## src/rtl/bac_pkg.sv

```systemverilog
// Shared types for the burst address counter.
// Assumes: nothing beyond a 2-bit encoding of the per-edge action.
package bac_pkg;
    typedef enum logic [1:0] {
        OP_HOLD  = 2'd0,
        OP_CLEAR = 2'd1,
        OP_LOAD  = 2'd2,
        OP_STEP  = 2'd3
    } op_e;
endpackage

```

## src/rtl/bac_ctrl_decode.sv

```systemverilog
// Turns the four active-low controls into one action per edge.
// Priority: clear, then port select, then strobe, then step, then hold.
// Assumes: inputs are already synchronous to the counter's clock.
module bac_ctrl_decode
    import bac_pkg::*;
(
    input  logic sel_n,
    input  logic strobe_n,
    input  logic step_n,
    input  logic clear_n,
    output op_e  op
);
    // Resolve the fixed priority among the controls.
    always_comb begin
        if (!clear_n)       op = OP_CLEAR;
        else if (sel_n)     op = OP_HOLD;
        else if (!strobe_n) op = OP_LOAD;
        else if (!step_n)   op = OP_STEP;
        else                op = OP_HOLD;
    end
endmodule

```

## src/rtl/bac_addr_reg.sv

```systemverilog
// Address register: applies the decoded action at each rising edge.
// A step from the top address rolls over to zero.
// Assumes: op is stable at the edge; rst_n is a synchronous active-low reset.
module bac_addr_reg
    import bac_pkg::*;
#(
    parameter int AW = 16
) (
    input  logic          clk,
    input  logic          rst_n,
    input  op_e           op,
    input  logic [AW-1:0] addr_in,
    output logic [AW-1:0] addr_q
);
    localparam logic [AW-1:0] TOP_ADDR = {AW{1'b1}};

    logic [AW-1:0] step_val;

    // Next address for a step, with explicit rollover at the top.
    always_comb begin
        if (addr_q == TOP_ADDR) step_val = '0;
        else                    step_val = addr_q + 1'b1;
    end

    // Register update for the selected action.
    always_ff @(posedge clk) begin
        if (!rst_n) begin
            addr_q <= '0;
        end else begin
            case (op)
                OP_CLEAR: addr_q <= '0;
                OP_LOAD:  addr_q <= addr_in;
                OP_STEP:  addr_q <= step_val;
                default:  addr_q <= addr_q;
            endcase
        end
    end
endmodule

```

## src/rtl/burst_addr_counter.sv

```systemverilog
// Per-port burst address counter: load, hold, step or clear a registered
// address each rising edge. The output drives the memory array directly.
// Assumes: all inputs synchronous to clk; reset held for at least one edge.
module burst_addr_counter
    import bac_pkg::*;
#(
    parameter int AW = 16
) (
    input  logic          clk,
    input  logic          rst_n,
    input  logic          sel_n,
    input  logic          strobe_n,
    input  logic          step_n,
    input  logic          clear_n,
    input  logic [AW-1:0] addr_in,
    output logic [AW-1:0] addr_out
);
    op_e op;

    bac_ctrl_decode u_dec (
        .sel_n    (sel_n),
        .strobe_n (strobe_n),
        .step_n   (step_n),
        .clear_n  (clear_n),
        .op       (op)
    );

    bac_addr_reg #(.AW(AW)) u_reg (
        .clk     (clk),
        .rst_n   (rst_n),
        .op      (op),
        .addr_in (addr_in),
        .addr_q  (addr_out)
    );

    // Port-level checks of the priority and update rules.
    logic [AW-1:0] plus_one;
    assign plus_one = addr_out + 1'b1;

    a_r1_reset_zero: assert property (@(posedge clk)
        !rst_n |=> addr_out == '0);

    a_r2_clear_wins: assert property (@(posedge clk) disable iff (!rst_n)
        !clear_n |=> addr_out == '0);

    a_r3_load: assert property (@(posedge clk) disable iff (!rst_n)
        (clear_n && !sel_n && !strobe_n) |=> addr_out == $past(addr_in));

    a_r4_step: assert property (@(posedge clk) disable iff (!rst_n)
        (clear_n && !sel_n && strobe_n && !step_n) |=> addr_out == $past(plus_one));

    a_r6_rollover: assert property (@(posedge clk) disable iff (!rst_n)
        (clear_n && !sel_n && strobe_n && !step_n && (&addr_out)) |=> addr_out == '0);

    a_r7_hold: assert property (@(posedge clk) disable iff (!rst_n)
        (clear_n && strobe_n && step_n) |=> $stable(addr_out));

    a_r8_deselect: assert property (@(posedge clk) disable iff (!rst_n)
        (clear_n && sel_n) |=> $stable(addr_out));
endmodule

```

## config.mk

```make
export PLATFORM = sky130hd
export DESIGN_NAME = burst_addr_counter
export DESIGN_NICKNAME = d
export VERILOG_FILES = /design/src/rtl/bac_pkg.sv /design/src/rtl/bac_ctrl_decode.sv /design/src/rtl/bac_addr_reg.sv /design/src/rtl/burst_addr_counter.sv
export SDC_FILE = /design/constraint.sdc
export NUM_CORES = 1
export LEC_CHECK = 0
export ABC_AREA = 1
export BUFFER_PORTS_ARGS = -buffer_cell sky130_fd_sc_hd__clkbuf_2
export CAP_MARGIN = 10
export CORE_UTILIZATION = 52
export CTS_BUF_LIST = sky130_fd_sc_hd__clkbuf_8
export DETAILED_ROUTE_END_ITERATION = 12
export PLACE_DENSITY = 0.82
export SLEW_MARGIN = 20
export SYNTH_ARGS = -nofsm -noshare
export SYNTH_HDL_FRONTEND = slang
export SYNTH_SLANG_ARGS = --single-unit
```

## constraint.sdc

```tcl
create_clock -name clk -period 1.5 [get_ports clk]
set_clock_uncertainty 0.05 [all_clocks]
set_input_delay 0.075 -clock clk [delete_from_list [all_inputs] [get_ports clk]]
set_output_delay 0.075 -clock clk [all_outputs]
set_load 0.01 [all_outputs]
```

==> summary.txt, run 1 <==
Run status
  – Status: finished, final reports clean

Clocking
  – Clock Tree Buf Depth: 2
  – Root Driver: clkbuf_8
  – Setup Fix Bufs, Post-CTS: 0
  – Clk pin slew, worst setup/hold paths: 0.07 ns
  – Worst-Skew Late Latency: 0.25 ns
  – CTS Buf Count: 3
  – # H-tree levels: 1
  – CTS tree: done
  – CTS sink count: 16

Floorplanning
  – Die Ht: 48.54 µm
  – I/O pins: 38
  – Core area: 2002 µm²
  – Die Width: 48.54 µm
  – Rows: 16
  – Initial Util: 56.25%
  – Die area: 2356 µm²

Detailed routing
  – Vias: 1,317
  – Drt total wl: 3.035 mm
  – Initial DRC count: 55
  – DRC Markers: 0
  – Routed WL per cell: 12.86 µm
  – DR vias/cell: 5.581
  – DR pass1 iterations: 5
  – Antenna viol nets, final: 0

Setup path
  – CP max FO: 4
  – Worst EP arrival: 1.50 ns
  – CP Capture Type: register
  – CP max stage delay: 0.34 ns
  – Critical Path Most Common Cell: nor2_1
  – Critical path class: reg -> reg
  – Critical path launch point type: register
  – CP required: 1.58 ns
  – Slowest CP cell: dfxtp_2
  – CP Cell Sequence: ha_2 -> nand2_1 -> nor2_2 -> nand2_2 -> nor2_2 -> nand3_1 -> nand2_1 -> nor2_1 -> nor2_1 -> nor2_1

Placement
  – Setup WS pre-CTS: 0.04754 ns
  – Port Buffers: 37
  – Routability congestion estimate: 0.9599
  – Area after DPL: 1341 µm²
  – DPL Wire Length: 2.145 mm

STA
  – Final WS setup: 0.08814 ns
  – Slew @ Worst Pin: 0.6549 ns
  – Max_slew headroom: 56.30%
  – Final Critical Period: 1.412 ns
  – Setup TNS: 0 ns
  – Fin Hold WS: 0.01527 ns
  – Final Max Slew Viols: 0
  – Tcrit/Tclk final: 94.12%
  – Setup-failing EPs final: 0
  – Hold Violations, Final: 0
  – FMAX: 708.3 MHz

GRT
  – GRT Overall Usage: 27.33%
  – Largest net degree at the start of global routing: 17
  – Vias in the first global route: 1,200
  – Gr ovfl total: 0
  – Initial antenna violation count: 0
  – First-pass GRT wire length: 5.119 mm

Layout
  – Layout cell share with drive strength beyond 1: 34.93%
  – Regs by FF count: u_reg.addr_q (16)
  – P&R area growth vs syn: 27.89%
  – Nets: 233
  – Top reg by flops: u_reg.addr_q
  – Leading cell type in the layout, fill and taps excluded: nand2_1
  – Highest-count cells in the layout ignoring fill and taps: nand2_1 (44), clkbuf_2 (37), inv_1 (16)
  – Cell area after layout: 1440 µm²
  – # diodes: 0
  – Max reg flops: 16

Logic synthesis
  – Synth top area share: 28.44%
  – Area leader, netlist: dfxtp_1
  – Seq/Total Area, Yosys: 28.44%
  – Yosys Warn Count: 0
  – Post-synth EDFFs: 0
  – Avg Cell Area, Syn: 6.743 µm²
  – Number of distinct library cells after synthesis: 29
  – Post-Syn Nets: 190
  – Main synth FF type: dfxtp_1
  – Post-Syn Area: 1126 µm²
  – Area contributors post-synth: dfxtp_1 (28%), nand2_1 (15%), nand3_1 (6.2%), a22oi_1 (6.0%), inv_1 (5.3%)
  – Mapped Cells: 167
  – Async SR Flop Fraction: 0%
  – Flops & latches, synth: 16

Pwr
  – Total power: 982.9 µW
  – Power per cell area: 682.5 nW/µm²
  – Leakage: 0.6153 nW
  – Peak VDD IR: 0.6470 mV

Job
  – MaxCap Viol Count: 0

Min path
  – HP Class: in -> reg
-- report_power, final --
part	switching [mW]	internal [mW]
logic	0.0745	0.0562
clock network	0.163	0.233
registers	0.0179	0.438
-- synth_stat cells, types with 2 or more instances --
library cell	n
a21oi_1	9
a22oi_1	9
a31oi_1	4
buf_6	2
dfxtp_1	16
inv_1	16
nand2_1	46
nand2_2	3
nand3_1	14
nand4_1	8
nor2_1	14
nor2_2	3
nor2_4	2
o21bai_1	2
xnor2_1	3
xor2_1	3
-- repair_timing --
| item | in CTS | in global routing |
|---|---|---|
| hold buffers | 1 | 0 |
| endpoints found under the hold margin | 1 | 0 |
| resized for setup | 0 | 15 |
| setup endpoints to repair | 0 | 11 |
-- logic make-up after synthesis --
kind of cell	count (synthesis)	synth area share [%]
AOI/OAI and AO/OA	27	15.22
xor gates and xnor gates	6	4.668
adders and majority gates	1	1.111
buffers and inverters	21	8.666
DFF	16	28.44
and+or+nand+nor	96	41.89
-- area by class of cell --
type	instances	area, µm²
flip-flops and latches	16	329.1
multi-input cells	130	733.2
well taps	27	33.78
repair buffers	42	225.2
inverters	17	63.81
fillers	169	561.8
clock buffers	4	55.05
-- path summary, 6_finish.rpt --
check	slack (ns)	from	cells past startpoint	end
min	0.02	addr_in[0]	3	u_reg.addr_q[0]$_SDFFE_PN0P_
min reg2reg	0.49	u_reg.addr_q[8]$_SDFFE_PN0P_	2	u_reg.addr_q[8]$_SDFFE_PN0P_
max reg2reg	0.09	u_reg.addr_q[1]$_SDFFE_PN0P_	10	u_reg.addr_q[15]$_SDFFE_PN0P_
max	0.09	u_reg.addr_q[1]$_SDFFE_PN0P_	10	u_reg.addr_q[15]$_SDFFE_PN0P_
-- stage by stage --
stage	utilization (%)	instances
floorplan	-	167
CTS	70.25	236
global route	71.94	236
detailed placement	67.00	231
finish	71.94	236
global placement	67.00	231
-- critical path, delay by kind of cell, from the launching register on --
family | cells | cell delay [ns]
adder cells (fa/ha/maj) | 1 | 0.20
AND/OR/NAND/NOR | 9 | 0.71
flip-flops | 1 | 0.34
-- routing by layer --
layer	track usage, %	wire (µm)
met1	33.07	1282
met2	49.30	1477
met4	9.314	23
met5	0	0
met3	3.774	252
No activity file was read; power rests on OpenSTA's default activity.
==> run 2: changes to the inputs <==
--- a/config.mk
+++ b/config.mk
@@ -8,10 +8,12 @@
 export ABC_AREA = 1
 export BUFFER_PORTS_ARGS = -buffer_cell sky130_fd_sc_hd__clkbuf_2
 export CAP_MARGIN = 10
-export CORE_UTILIZATION = 52
+export CELL_PAD_IN_SITES_DETAIL_PLACEMENT = 0
+export CELL_PAD_IN_SITES_GLOBAL_PLACEMENT = 1
+export CORE_UTILIZATION = 35
 export CTS_BUF_LIST = sky130_fd_sc_hd__clkbuf_8
 export DETAILED_ROUTE_END_ITERATION = 12
-export PLACE_DENSITY = 0.82
+export PLACE_DENSITY_LB_ADDON = 0.1
 export SLEW_MARGIN = 20
 export SYNTH_ARGS = -nofsm -noshare
 export SYNTH_HDL_FRONTEND = slang
==> constraint.sdc (replaced) <==
create_clock -name clk -period 1.45 [get_ports clk]
set_clock_uncertainty 0.05 [all_clocks]
set_input_delay 0.0725 -clock clk [delete_from_list [all_inputs] [get_ports clk]]
set_output_delay 0.0725 -clock clk [all_outputs]
set_load 0.01 [all_outputs]
==> summary.txt, run 2 (synthesized netlist as in run 1, its figures left out) <==
GRT
  – Initial antenna violation count: 0 (unchanged)
  – Gr ovfl total: 0 (unchanged)
  – First-pass GRT wire length: 5.161 mm (was 5.119 mm)
  – Largest net degree at the start of global routing: 17 (unchanged)
  – GRT Overall Usage: 19.68% (was 27.33%)
  – Vias in the first global route: 1,142 (was 1,200)

Clocking
  – Setup Fix Bufs, Post-CTS: 0 (unchanged)
  – Root Driver: clkbuf_8 (unchanged)
  – Worst-Skew Late Latency: 0.25 ns (about the same)
  – # H-tree levels: 1 (unchanged)
  – Clock Tree Buf Depth: 2 (unchanged)
  – CTS Buf Count: 3 (unchanged)
  – CTS sink count: 16 (unchanged)
  – Clk pin slew, worst setup/hold paths: 0.07 ns (about the same)
  – CTS tree: done (unchanged)

STA
  – Final Critical Period: 1.380 ns (was 1.412 ns)
  – Max_slew headroom: 53.74% (was 56.30%)
  – Final WS setup: 0.06998 ns (was 0.08814 ns)
  – Hold Violations, Final: 0 (unchanged)
  – Slew @ Worst Pin: 0.6932 ns (was 0.6549 ns)
  – FMAX: 724.6 MHz (was 708.3 MHz)
  – Tcrit/Tclk final: 95.17% (was 94.12%)
  – Final Max Slew Viols: 0 (unchanged)
  – RSZ-0062 raised after global routing: true
  – Fin Hold WS: 0.008948 ns (was 0.01527 ns)
  – Setup-failing EPs final: 0 (unchanged)

Setup path
  – CP max FO: 4 (unchanged)
  – Critical path class: reg -> reg (unchanged)
  – CP required: 1.58 ns (about the same)
  – Critical path launch point type: register (unchanged)
  – Worst R2R Path Depth: 8 (was 10)
  – CP Capture Type: register (unchanged)
  – Worst EP arrival: 1.51 ns (was 1.50 ns)

Detailed routing
  – Antenna viol nets, final: 0 (unchanged)
  – Drt total wl: 3.091 mm (was 3.035 mm)
  – DR vias/cell: 4.962 (was 5.581)
  – Vias: 1,295 (was 1,317)
  – Initial DRC count: 77 (was 55)
  – DR pass1 iterations: 4 (was 5)
  – Routed WL per cell: 11.84 µm (was 12.86 µm)
  – DRC Markers: 0 (unchanged)

Placement
  – DPL Wire Length: 2.338 mm (was 2.145 mm)
  – Routability congestion estimate: 0.8236 (was 0.9599)
  – Setup WS pre-CTS: -0.03806 ns (was 0.04754 ns)
  – Placed cells: 256 (was 231)
  – Port Buffers: 37 (unchanged)

Min path
  – Worst hold path cell count: 3 (unchanged)
  – HP Class: in -> reg (unchanged)

Pwr
  – Leakage: 0.6719 nW (was 0.6153 nW)
  – Peak VDD IR: 0.3469 mV (was 0.6470 mV)
  – Comb power frac: 14.0% (was 13.3%)
  – Power Internal: 756.5 µW (was 727.8 µW)
  – Clock network power share: 39.9% (was 40.3%)
  – Flop pwr share: 46.1% (was 46.4%)
  – Net Sw Frac: 25.55% (was 25.95%)
  – Power per cell area: 665.1 nW/µm² (was 682.5 nW/µm²)
  – Sw power: 259.7 µW (was 255.1 µW)

Floorplanning
  – Initial Util: 36.89% (was 56.25%)
  – Die Width: 58.72 µm (was 48.54 µm)
  – Die Ht: 58.72 µm (was 48.54 µm)
  – I/O pins: 38 (unchanged)
  – Core area: 3053 µm² (was 2002 µm²)
  – Rows: 20 (was 16)
  – Die area: 3448 µm² (was 2356 µm²)

Layout
  – Sequential cell area: 327.8 µm² (was 329.1 µm²)
  – Leading cell type in the layout, fill and taps excluded: nand2_1 (unchanged)
  – Layout cell share with drive strength beyond 1: 36.41% (was 34.93%)
  – Multi-input gate area: 740.7 µm² (was 733.2 µm²)
  – Regs by FF count: u_reg.addr_q (16) (unchanged)
  – Fillers: 323 (was 169)
  – Top reg by flops: u_reg.addr_q (unchanged)
  – Cell Count, Final, Fillers Out: 261 (was 236)
  – Highest-count cells in the layout ignoring fill and taps: nand2_1 (44), clkbuf_2 (37), inv_1 (16) (unchanged)
  – Nets: 241 (was 233)
  – # diodes: 0 (unchanged)
  – Max reg flops: 16 (unchanged)
  – P&R area growth vs syn: 35.67% (was 27.89%)

Run status
  – Status: finished, final reports clean (unchanged)

Job
  – MaxCap Viol Count: 0 (unchanged)
-- run 2: metal layers --
metal | global-route usage, % | vias to the layer above | share of wire, %
met5 | 0 | - | 0
met4 | 6.122 | 0 | 1.2
met3 | 2.637 | 5 | 4.3
met2 | 33.28 | 39 | 49
met1 | 25.92 | 584 | 45
li1 | - | 667 | -
-- run 2: path summary, 6_finish.rpt --
kind | from | to | slack (ns)
worst max-delay path | u_reg.addr_q[0]$_SDFFE_PN0P_ | u_reg.addr_q[8]$_SDFFE_PN0P_ | 0.07
worst min-delay path | addr_in[0] | u_reg.addr_q[0]$_SDFFE_PN0P_ | 0.009
worst max register to register | u_reg.addr_q[0]$_SDFFE_PN0P_ | u_reg.addr_q[8]$_SDFFE_PN0P_ | 0.07
worst min register to register | u_reg.addr_q[8]$_SDFFE_PN0P_ | u_reg.addr_q[8]$_SDFFE_PN0P_ | 0.52
-- run 2: power by group through the flow --
stage                     clock [mW]  sequential (mW)  combinational (mW)
after floorplan                    0            0.483              0.0675
final                          0.405            0.469               0.142
after global routing           0.437            0.471               0.158
after CTS                      0.411            0.468               0.144
after global placement             0            0.477               0.138
after detailed placement           0            0.478               0.141
-- run 2: worst max-delay path, stage by stage (launching register included) --
cell and delay [ns]:
dfxtp_2 0.33, ha_2 0.18, nand2_1 0.08, nor2_2 0.11
nand2_2 0.10, buf_4 0.15, xnor2_1 0.13, nand2_1 0.07
a31oi_1 0.11
-- run 2: metrics by stage --
stage	power (mW)	util (%)	setup TNS, ns	area [µm²]
5_1_grt	1.066	50.04	-0.3017	1528
2_1_floorplan	0.5507	-	0	1126
4_1_cts	1.023	48.89	0	1493
3_3_place_gp	0.6152	46.60	0	1423
3_5_place_dp	0.6188	46.60	-0.2217	1423
6_report	1.016	50.04	0	1528
-- run 2: repair_timing --
action                     CTS  global route
setup endpoints to repair    9            15
gates resized for setup      2            13
pin swaps                    0             3
hold endpoints to repair     2             0
hold buffers                 1             0
-- run 2: final cells by class --
type                       count  area share (%)
clock buffer                   4           3.604
timing repair buffer          50           18.67
inverter                      17           4.177
sequential                    16           21.46
multi-input combinational    130           48.48
tap                           44           3.604
==> run 3: changes to the inputs <==
--- a/config.mk
+++ b/config.mk
@@ -5,12 +5,12 @@
 export SDC_FILE = /design/constraint.sdc
 export NUM_CORES = 1
 export LEC_CHECK = 0
-export ABC_AREA = 1
+export ABC_AREA = 0
 export BUFFER_PORTS_ARGS = -buffer_cell sky130_fd_sc_hd__clkbuf_2
 export CAP_MARGIN = 10
 export CELL_PAD_IN_SITES_DETAIL_PLACEMENT = 0
 export CELL_PAD_IN_SITES_GLOBAL_PLACEMENT = 1
-export CORE_UTILIZATION = 35
+export CORE_UTILIZATION = 36
 export CTS_BUF_LIST = sky130_fd_sc_hd__clkbuf_8
 export DETAILED_ROUTE_END_ITERATION = 12
 export PLACE_DENSITY_LB_ADDON = 0.1
==> summary.txt, run 3 <==
STA
  – Final Max Slew Viols: 0 (unchanged)
  – Hold Violations, Final: 0 (unchanged)
  – Tcrit/Tclk final: 106.3% (was 95.17%)
  – Fin Hold WS: 0.01581 ns (was 0.008948 ns)
  – Setup-failing EPs final: 13 (was 0)
  – Slew @ Worst Pin: 0.4433 ns (was 0.6932 ns)
  – Max_slew headroom: 70.17% (was 53.74%)
  – Final Critical Period: 1.542 ns (was 1.380 ns)
  – Setup TNS: -0.7631 ns (was 0 ns)
  – RSZ-0062 raised after global routing: true (unchanged)
  – FMAX: 648.6 MHz (was 724.6 MHz)
  – Final WS setup: -0.09189 ns (was 0.06998 ns)

Logic synthesis
  – Top cells by count, synth: dfxtp_1 (16), a22oi_1 (12), a21oi_1 (8), nand3_1 (8) (was nand2_1 (46), dfxtp_1 (16), inv_1 (16), nand3_1 (14), nor2_1 (14))
  – Synth top area share: 31.41% (was 28.44%)
  – Yosys Warn Count: 0 (unchanged)
  – Area leader, netlist: dfxtp_1 (unchanged)
  – Flops & latches, synth: 16 (unchanged)
  – Main synth FF type: dfxtp_1 (unchanged)
  – Async SR Flop Fraction: 0% (unchanged)
  – Post-Syn Nets: 140 (was 190)
  – Post-Syn Area: 1020 µm² (was 1126 µm²)
  – Area contributors post-synth: dfxtp_1 (31%), a22oi_1 (8.8%), a21oi_1 (3.9%), nand3_1 (3.9%), nand4_1 (3.7%) (was dfxtp_1 (28%), nand2_1 (15%), nand3_1 (6.2%), a22oi_1 (6.0%), inv_1 (5.3%))
  – Mapped Cells: 117 (was 167)
  – Avg Cell Area, Syn: 8.716 µm² (was 6.743 µm²)
  – Number of distinct library cells after synthesis: 41 (was 29)
  – Most frequent cell after synthesis: dfxtp_1 (was nand2_1)
  – Post-synth EDFFs: 0 (unchanged)
  – Seq/Total Area, Yosys: 31.41% (was 28.44%)

GRT
  – Largest net degree at the start of global routing: 16 (was 17)
  – Vias in the first global route: 1,175 (was 1,142)
  – First-pass GRT wire length: 5.616 mm (was 5.161 mm)
  – GRT Overall Usage: 22.58% (was 19.68%)
  – Gr ovfl total: 0 (unchanged)
  – Initial antenna violation count: 0 (unchanged)

Clocking
  – Root Driver: clkbuf_8 (unchanged)
  – Worst-Skew Late Latency: 0.25 ns (about the same)
  – Clock Tree Buf Depth: 2 (unchanged)
  – # H-tree levels: 1 (unchanged)
  – CTS Buf Count: 3 (unchanged)
  – CTS sink count: 16 (unchanged)
  – CTS tree: done (unchanged)
  – Clk pin slew, worst setup/hold paths: 0.07 ns (about the same)

Setup path
  – CP max stage delay: 0.56 ns (was 0.33 ns)
  – CP Capture Type: register (unchanged)
  – Critical Path Most Common Cell: a21oi_2 (was nand2_1)
  – Crit path buf inv count: 0 (was 1)
  – Slowest CP cell: or4_4 (was dfxtp_2)
  – Worst EP arrival: 1.64 ns (was 1.51 ns)
  – Critical path launch point type: register (unchanged)
  – CP required: 1.54 ns (was 1.58 ns)
  – Critical path class: reg -> reg (unchanged)
  – CP max FO: 5 (was 4)
  – CP Cell Sequence: ha_4 -> nand3_4 -> or4_4 -> a21oi_2 -> a21oi_2 (was ha_2 -> nand2_1 -> nor2_2 -> nand2_2 -> buf_4 -> xnor2_1 -> nand2_1 -> a31oi_1)
  – CP top delay family: simple AND/OR/NAND/NOR gates (unchanged)

Pwr
  – Sw power: 260.6 µW (was 259.7 µW)
  – Power per cell area: 655.2 nW/µm² (was 665.1 nW/µm²)
  – Clock network power share: 40.6% (was 39.9%)
  – Net Sw Frac: 25.51% (was 25.55%)
  – Peak VDD IR: 0.3994 mV (was 0.3469 mV)
  – Power Internal: 760.9 µW (was 756.5 µW)
  – Flop pwr share: 44.6% (was 46.1%)
  – Comb power frac: 14.8% (was 14.0%)
  – Leakage: 0.6181 nW (was 0.6719 nW)

Floorplanning
  – Die Ht: 55.22 µm (was 58.72 µm)
  – Initial Util: 39.72% (was 36.89%)
  – Rows: 18 (was 20)
  – I/O pins: 38 (unchanged)
  – Die area: 3049 µm² (was 3448 µm²)
  – Core area: 2567 µm² (was 3053 µm²)
  – Die Width: 55.22 µm (was 58.72 µm)

Layout
  – # diodes: 0 (unchanged)
  – Fillers: 241 (was 323)
  – Nets: 205 (was 241)
  – Highest-count cells in the layout ignoring fill and taps: clkbuf_2 (37), buf_4 (26), a22oi_1 (12) (was nand2_1 (44), clkbuf_2 (37), inv_1 (16))
  – Leading cell type in the layout, fill and taps excluded: clkbuf_2 (was nand2_1)
  – P&R area growth vs syn: 52.88% (was 35.67%)
  – Layout cell share with drive strength beyond 1: 53.59% (was 36.41%)
  – Final Util: 60.72% (was 50.04%)
  – Cell area after layout: 1559 µm² (was 1528 µm²)
  – Max reg flops: 16 (unchanged)
  – Top reg by flops: u_reg.addr_q (unchanged)
  – Regs by FF count: u_reg.addr_q (16) (unchanged)

Job
  – MaxCap Viol Count: 0 (unchanged)

Placement
  – Routability congestion estimate: 0.8187 (was 0.8236)
  – Port Buffers: 37 (unchanged)
  – Setup WS pre-CTS: -0.06213 ns (was -0.03806 ns)
  – DPL Wire Length: 2.297 mm (was 2.338 mm)
  – Area after DPL: 1444 µm² (was 1423 µm²)

Detailed routing
  – Antenna viol nets, final: 0 (unchanged)
  – Drt total wl: 3.337 mm (was 3.091 mm)
  – DR pass1 iterations: 4 (unchanged)
  – Routed WL per cell: 15.82 µm (was 11.84 µm)
  – Vias: 1,239 (was 1,295)
  – DRC Markers: 0 (unchanged)
  – DR vias/cell: 5.872 (was 4.962)
  – Initial DRC count: 74 (was 77)

Run status
  – Status: complete, but fails checks (was finished, final reports clean)
  – Failing checks: setup timing

Min path
  – HP Class: in -> reg (unchanged)
## run 3: power by group through the flow
stage,clock (mW),combinational (mW),sequential (mW)
6_report,0.415,0.151,0.456
5_1_grt,0.433,0.167,0.457
4_1_cts,0.416,0.148,0.456
3_5_place_dp,0,0.145,0.466
3_3_place_gp,0,0.142,0.465
2_1_floorplan,0,0.0512,0.479
## run 3: metal layers
layer,part of all wire (%),vias to the layer above,track usage (%)
met4,0.81,0,5.357
li1,-,605,-
met1,49,593,32.08
met2,45,35,35.63
met5,0,-,0
met3,4.7,6,3.747
## run 3: timing repair
action / CTS / global route
pin swaps: 0 / 8
gates cloned: 1 / 0
setup buffers: 0 / 1
endpoints found under the hold margin: 1 / 0
hold buffers: 1 / 0
resized for setup: 4 / 4
endpoints found under the setup margin: 15 / 16
## run 3: path summary, 6_finish.rpt
kind                                 from                            to  slack (ns)  cells after the start
max reg2reg  u_reg.addr_q[0]$_SDFFE_PN0P_  u_reg.addr_q[7]$_SDFFE_PN0P_       -0.09                      5
max          u_reg.addr_q[0]$_SDFFE_PN0P_  u_reg.addr_q[7]$_SDFFE_PN0P_       -0.09                      5
min reg2reg  u_reg.addr_q[2]$_SDFFE_PN0P_  u_reg.addr_q[2]$_SDFFE_PN0P_        0.56                      2
min                            addr_in[8]  u_reg.addr_q[8]$_SDFFE_PN0P_        0.02                      3
## run 3: cell type report
| type | instances | area, µm² | share of cell area [%] |
|---|---|---|---|
| clock buffers | 4 | 55.05 | 3.531 |
| inverters | 1 | 3.754 | 0.2408 |
| multi-input cells | 96 | 726.9 | 46.63 |
| flip-flops and latches | 16 | 345.3 | 22.15 |
| well taps | 30 | 37.54 | 2.408 |
| repair buffers | 64 | 390.4 | 25.04 |
## run 3: per-stage QoR
step | total power [mW] | cells
global placement | 0.6071 | 204
floorplan | 0.5299 | 117
finish | 1.022 | 211
global route | 1.057 | 211
detailed placement | 0.6105 | 204
CTS | 1.020 | 210
## run 3: worst reg2reg max path, stage by stage, from the launching register on
cell and delay (ns):
dfxtp_4 0.36, ha_4 0.15, nand3_4 0.09, or4_4 0.56
a21oi_2 0.16, a21oi_2 0.06
## run 3: cells by family (layout without fill, tap and decap cells)
logic type / count (synthesis) / after routing / share of synthesized area, %
compound gates: 41 / 41 / 27.24
xor+xnor: 7 / 7 / 6.012
fa+ha+maj: 1 / 1 / 1.227
buf+inv: 6 / 69 / 3.313
flops: 16 / 16 / 31.41
simple gates: 46 / 47 / 30.80
